<file path="config.mk">
export PLATFORM = sky130hd
export DESIGN_NAME = press_trio_detect
export DESIGN_NICKNAME = d
export VERILOG_FILES = /design/src/rtl/press_trio_pkg.sv /design/src/rtl/press_sync_chain.sv /design/src/rtl/press_rise_detect.sv /design/src/rtl/press_window_fsm.sv /design/src/rtl/press_trio_detect.sv
export SDC_FILE = /design/constraint.sdc
export NUM_CORES = 1
export LEC_CHECK = 0
export ABC_CLOCK_PERIOD_IN_PS = 5500
export BUFFER_PORTS_ARGS = -buffer_cell sky130_fd_sc_hd__buf_2
export CAP_MARGIN = 10
export CORE_MARGIN = 4
export CORE_UTILIZATION = 67
export CTS_CLUSTER_DIAMETER = 60
export CTS_CLUSTER_SIZE = 30
export DETAILED_ROUTE_END_ITERATION = 16
export PLACE_DENSITY = 0.84
export SYNTH_ARGS = -nofsm -noshare
export SYNTH_HDL_FRONTEND = slang
export SYNTH_SLANG_ARGS = --single-unit
</file>
<file path="constraint.sdc">
create_clock -name clk -period 5.5 [get_ports clk]
set_clock_uncertainty 0.15 [all_clocks]
set_input_delay 1.1 -clock clk [delete_from_list [all_inputs] [get_ports clk]]
set_output_delay 1.1 -clock clk [all_outputs]
set_load 0.01 [all_outputs]
</file>
<file path="src/rtl/press_trio_pkg.sv">
package press_trio_pkg;

  typedef enum logic [1:0] {
    MODE_IDLE    = 2'd0,
    MODE_ARMED   = 2'd1,
    MODE_LATCHED = 2'd2
  } press_mode_t;

endpackage

</file>
<file path="src/rtl/press_sync_chain.sv">
module press_sync_chain #(
  parameter int unsigned STAGES = 3
) (
  input  logic clk,
  input  logic rst,
  input  logic async_i,
  output logic sync_o
);

  logic [STAGES-1:0] stage_q;

  for (genvar g = 0; g < STAGES; g++) begin : g_stage
    if (g == 0) begin : g_first
      always_ff @(posedge clk) begin
        if (rst) stage_q[0] <= 1'b0;
        else     stage_q[0] <= async_i;
      end
    end else begin : g_next
      always_ff @(posedge clk) begin
        if (rst) stage_q[g] <= 1'b0;
        else     stage_q[g] <= stage_q[g-1];
      end
    end
  end

  assign sync_o = stage_q[STAGES-1];

endmodule

</file>
<file path="src/rtl/press_rise_detect.sv">
module press_rise_detect (
  input  logic clk,
  input  logic rst,
  input  logic level_i,
  output logic rise_o
);

  logic prev_q;

  always_ff @(posedge clk) begin
    if (rst) prev_q <= 1'b0;
    else     prev_q <= level_i;
  end

  assign rise_o = level_i & ~prev_q;


  rise_single_cycle_chk: assert property (@(posedge clk) disable iff (rst)
    rise_o |=> !rise_o)
    else $error("rise pulse longer than one cycle");

endmodule

</file>
<file path="src/rtl/press_window_fsm.sv">
module press_window_fsm
  import press_trio_pkg::*;
#(
  parameter int unsigned WINDOW_CYCLES = 250_000_000,
  parameter int unsigned HOLD_CYCLES   = 250_000_000,
  parameter int unsigned PRESSES       = 3,
  parameter int unsigned CW            = 28
) (
  input  logic clk,
  input  logic rst,
  input  logic rise_i,
  output logic hit_o,
  output logic open_o
);

  localparam int unsigned TW = (PRESSES > 2) ? $clog2(PRESSES) : 1;
  localparam logic [CW-1:0] WIN_LOAD  = CW'(WINDOW_CYCLES - 1);
  localparam logic [CW-1:0] HOLD_LOAD = CW'(HOLD_CYCLES - 1);
  localparam logic [TW-1:0] LAST_TALLY = TW'(PRESSES - 1);

  press_mode_t     mode_q, mode_d;
  logic [CW-1:0]   cnt_q, cnt_d;
  logic [TW-1:0]   tally_q, tally_d;
  logic            cnt_zero;

  assign cnt_zero = (cnt_q == '0);

  always_comb begin
    mode_d  = mode_q;
    cnt_d   = cnt_q;
    tally_d = tally_q;
    unique case (mode_q)
      MODE_IDLE: begin
        if (rise_i) begin
          mode_d  = MODE_ARMED;
          tally_d = TW'(1);
          cnt_d   = WIN_LOAD;
        end
      end
      MODE_ARMED: begin
        if (cnt_zero) begin
          if (rise_i) begin
            tally_d = TW'(1);
            cnt_d   = WIN_LOAD;
          end else begin
            mode_d  = MODE_IDLE;
            tally_d = '0;
          end
        end else if (rise_i) begin
          if (tally_q == LAST_TALLY) begin
            mode_d  = MODE_LATCHED;
            tally_d = '0;
            cnt_d   = HOLD_LOAD;
          end else begin
            tally_d = tally_q + TW'(1);
            cnt_d   = cnt_q - CW'(1);
          end
        end else begin
          cnt_d = cnt_q - CW'(1);
        end
      end
      MODE_LATCHED: begin
        if (cnt_zero) mode_d = MODE_IDLE;
        else          cnt_d  = cnt_q - CW'(1);
      end
      default: begin
        mode_d  = MODE_IDLE;
        cnt_d   = '0;
        tally_d = '0;
      end
    endcase
  end

  always_ff @(posedge clk) begin
    if (rst) begin
      mode_q  <= MODE_IDLE;
      cnt_q   <= '0;
      tally_q <= '0;
    end else begin
      mode_q  <= mode_d;
      cnt_q   <= cnt_d;
      tally_q <= tally_d;
    end
  end

  assign hit_o  = (mode_q == MODE_LATCHED);
  assign open_o = (mode_q == MODE_ARMED);


  hit_needs_press_chk: assert property (@(posedge clk) disable iff (rst)
    $rose(hit_o) |-> $past(rise_i))
    else $error("hit rose without a press");


  hit_hold_persist_chk: assert property (@(posedge clk) disable iff (rst)
    (hit_o && !cnt_zero) |=> hit_o)
    else $error("hit dropped before hold count ran out");


  hit_open_exclusive_chk: assert property (@(posedge clk) disable iff (rst)
    !(hit_o && open_o))
    else $error("hit and window open together");


  window_expire_chk: assert property (@(posedge clk) disable iff (rst)
    (open_o && cnt_zero && !rise_i) |=> (!open_o && tally_q == '0))
    else $error("window did not close on expiry");

endmodule

</file>
<file path="src/rtl/press_trio_detect.sv">
module press_trio_detect #(
  parameter int unsigned WINDOW_CYCLES = 250_000_000,
  parameter int unsigned HOLD_CYCLES   = 250_000_000,
  parameter int unsigned PRESSES       = 3,
  parameter int unsigned SYNC_STAGES   = 3
) (
  input  logic clk,
  input  logic rst,
  input  logic button_raw,
  output logic triple_hit,
  output logic window_open
);

  localparam int unsigned SPAN = (WINDOW_CYCLES > HOLD_CYCLES) ? WINDOW_CYCLES : HOLD_CYCLES;
  localparam int unsigned CW   = (SPAN > 2) ? $clog2(SPAN) : 1;

  logic btn_sync;
  logic btn_rise;

  press_sync_chain #(.STAGES(SYNC_STAGES)) u_sync (
    .clk     (clk),
    .rst     (rst),
    .async_i (button_raw),
    .sync_o  (btn_sync)
  );

  press_rise_detect u_rise (
    .clk     (clk),
    .rst     (rst),
    .level_i (btn_sync),
    .rise_o  (btn_rise)
  );

  press_window_fsm #(
    .WINDOW_CYCLES (WINDOW_CYCLES),
    .HOLD_CYCLES   (HOLD_CYCLES),
    .PRESSES       (PRESSES),
    .CW            (CW)
  ) u_fsm (
    .clk    (clk),
    .rst    (rst),
    .rise_i (btn_rise),
    .hit_o  (triple_hit),
    .open_o (window_open)
  );

endmodule

</file>
==> metrics.md <==
| Metric | Value |
|---|---|
| Count of input and output buffers | `4` |
| VDD IR max | `0.184 mV` |
| Unrepaired setup endpoints after global routing | `no` |
| ANT cells | `0` |
| Worst-case clock buffer depth | `2` |
| Ys async rst share | `0%` |
| Die Area | `4350 um2` |
| CTS root buffer | `clkbuf_4` |
| Die Ht | `66.0 um` |
| Syn Inst Count | `299` |
| Crit path max fanout | `26` |
| Worst rel slew slack | `33.6%` |
| MaxCap Viol Count | `0` |
| Synth area leaders | `dfxtp_1, o21ai_0, nor2_1` |
| Hold WS | `0.305 ns` |
| Core region area | `3130 um2` |
| CTS tree | `done` |
| First-pass GRT wire length | `9.76 mm` |
| Pin count of the biggest net entering global routing | `27` |
| HPWL Detailed | `roughly 4.2 mm` |
| EDFF count, synth | `0` |
| WL per Instance | `around 17 um` |
| Synth Area per Inst | `7.53 um2` |
| Starting Density | `72.0%` |
| Worst EP required | `4.25 ns` |
| Share of post-route cells with drive strength above 1 | `between 7 and 8%` |
| # nets final | `298` |
| DRT Pass-1 Iters | `5` |
| Critical path capture point type | `primary output` |
| Post-synth top area share | `32.0%` |
| Final ANT Viol Nets | `0` |
| CP Class | `reg2out` |
| Total CTS buffers | `5` |
| Cts hold-fix bufs | `0` |
| CP startpoint kind | `register` |
| Initial antenna violation count | `0` |
| Worst skew pair latency | `between 0.3 and 0.4 ns` |
| Vias post-DR | `2,287` |
| Syn nets | `303` |
| Predominant post-synthesis flop cell | `dfxtp_1` |
| TNS Setup | `0 ns` |
| Grt ovf | `0` |
| Crit path DAT | `2.04 ns` |
| GPL Wtd Cong | `0.937` |
| Clock sinks | `36` |
| Layout area overhead | `1.95%` |
| Commonest cells post-synth | `dfxtp_1, nor2_1, o21ai_0` |
| # DRC | `0` |
| Leading area contributor after synthesis | `dfxtp_1` |
| Power Dens Cells | `351 nW/um2` |
| Setup bufs post-CTS | `0` |
| Synth unique cells | `51` |
| Final setup violation count | `0` |
| Number of I/O pins | `5` |
| Fmax | `~300 MHz` |
| Yosys reg bits | `36` |
| Pin slew with the least headroom to its limit | `0.992 ns` |
| Outcome | `completed` |
| CTS H-tree depth | `2` |
| YS warnings | `0` |
| Post-route minimum period | `~3.3 ns` |
| Final Hold Vio Count | `0` |
| Slew Viols, Final | `0` |
| Vias in the first global route | `just over 2,000` |
| GRT Resource Usage Total | `29.2%` |
| Post-cts gate resize count | `0` |
| Drt total wl | `5.81 mm` |
| Worst-path clk slew | `approximately 0.11 ns` |
| Via-to-Cell Ratio | `~6.7` |
| Register area share after synthesis | `32.0%` |
| Final period utilization | `between 50% and 60%` |
| Hold Crit Class | `reg2reg` |
| Leak | `~0.85 nW` |
| Rows | `20` |
| Fill cells | `257` |
| First-iteration detailed-routing DRC count | `276` |
| Die Span X | `around 66 um` |
| Mapped Area | `2250 um2` |
through the flow:
step	setup WS [ns]	power (mW)	utilization [%]	std cells	instance area, um2
global placement	2.50	0.646	71.5	331	2240
CTS	2.27	0.798	73.4	339	2290
floorplan	3.06	0.596	-	299	2250
finish	2.21	0.807	73.4	339	2290
detailed placement	2.47	0.649	71.5	331	2240
global route	2.05	0.855	73.4	339	2290
sequential cells by signal (all words and copies together) (netlist names):
| register | cells |
|---|---|
| u_fsm.cnt_q | 28 |
| u_sync.stage_q | 2 |
| u_rise.prev_q | 1 |
| u_fsm.tally_q | 2 |
| u_sync.sync_o | 1 |
| u_fsm.mode_q | 2 |
worst paths after layout:
path                                              startpoint                           to  slack (ns)  cells past startpoint
worst max-delay path            u_fsm.mode_q[1]$_SDFFE_PP0P_                   triple_hit        2.21                      3
worst min-delay path            u_sync.stage_q[1]$_SDFF_PP0_     u_sync.sync_o$_SDFF_PP0_        0.31                      1
worst max register to register  u_fsm.cnt_q[10]$_SDFFE_PP0P_  u_fsm.cnt_q[9]$_SDFFE_PP0P_        2.41                      6
worst min register to register  u_sync.stage_q[1]$_SDFF_PP0_     u_sync.sync_o$_SDFF_PP0_        0.31                      1
worst max-delay path, cell delays in order (launching register included):
cell and delay [ns]:
dfxtp_1 0.95, nand2b_1 0.35, inv_1 0.23, buf_2 0.16
cell families after synthesis:
group	synth area share, %
buf+inv	5.50
fa+ha+maj	0.556
flops	32.0
simple gates	32.9
compound gates	25.6
xor+xnor	3.50
where the power goes:
group          internal (mW)  switching, mW  total (mW)
Sequential             0.284         0.0326       0.316
Combinational          0.123          0.215       0.337
Clock                 0.0631         0.0899       0.153
Total                  0.469          0.337       0.807
layout make-up:
type                    count  area [um2]  share of cell area (%)
multi-input cells         238        1410                    61.3
repair buffers              4        20.0                   0.872
clock buffers               8        58.8                    2.56
well taps                  44        55.1                    2.40
inverters                   9        33.8                    1.47
flip-flops and latches     36         721                    31.4
layer usage:
layer | part of all wire, % | global-route usage, % | wire length [um]
met1 | 42 | 38.6 | 2440
met2 | 47 | 47.7 | 2720
met3 | 8.9 | 5.44 | 519
met4 | 2.4 | 9.90 | 140
met5 | 0 | 0 | 0
cells in the final DEF (no fill, tap or decap), types with 6 or more instances in the layout:
master,synthesis,final
nor3_1,15,15
inv_1,9,9
nor2b_1,6,6
a21oi_1,23,23
nand2_1,21,21
a31oi_1,8,8
nor2_1,36,36
dfxtp_1,36,36
nand3_1,11,11
o31ai_1,6,6
o21ai_0,34,34
or3_1,6,6
Note: power is estimated with default switching activity, not from simulation.
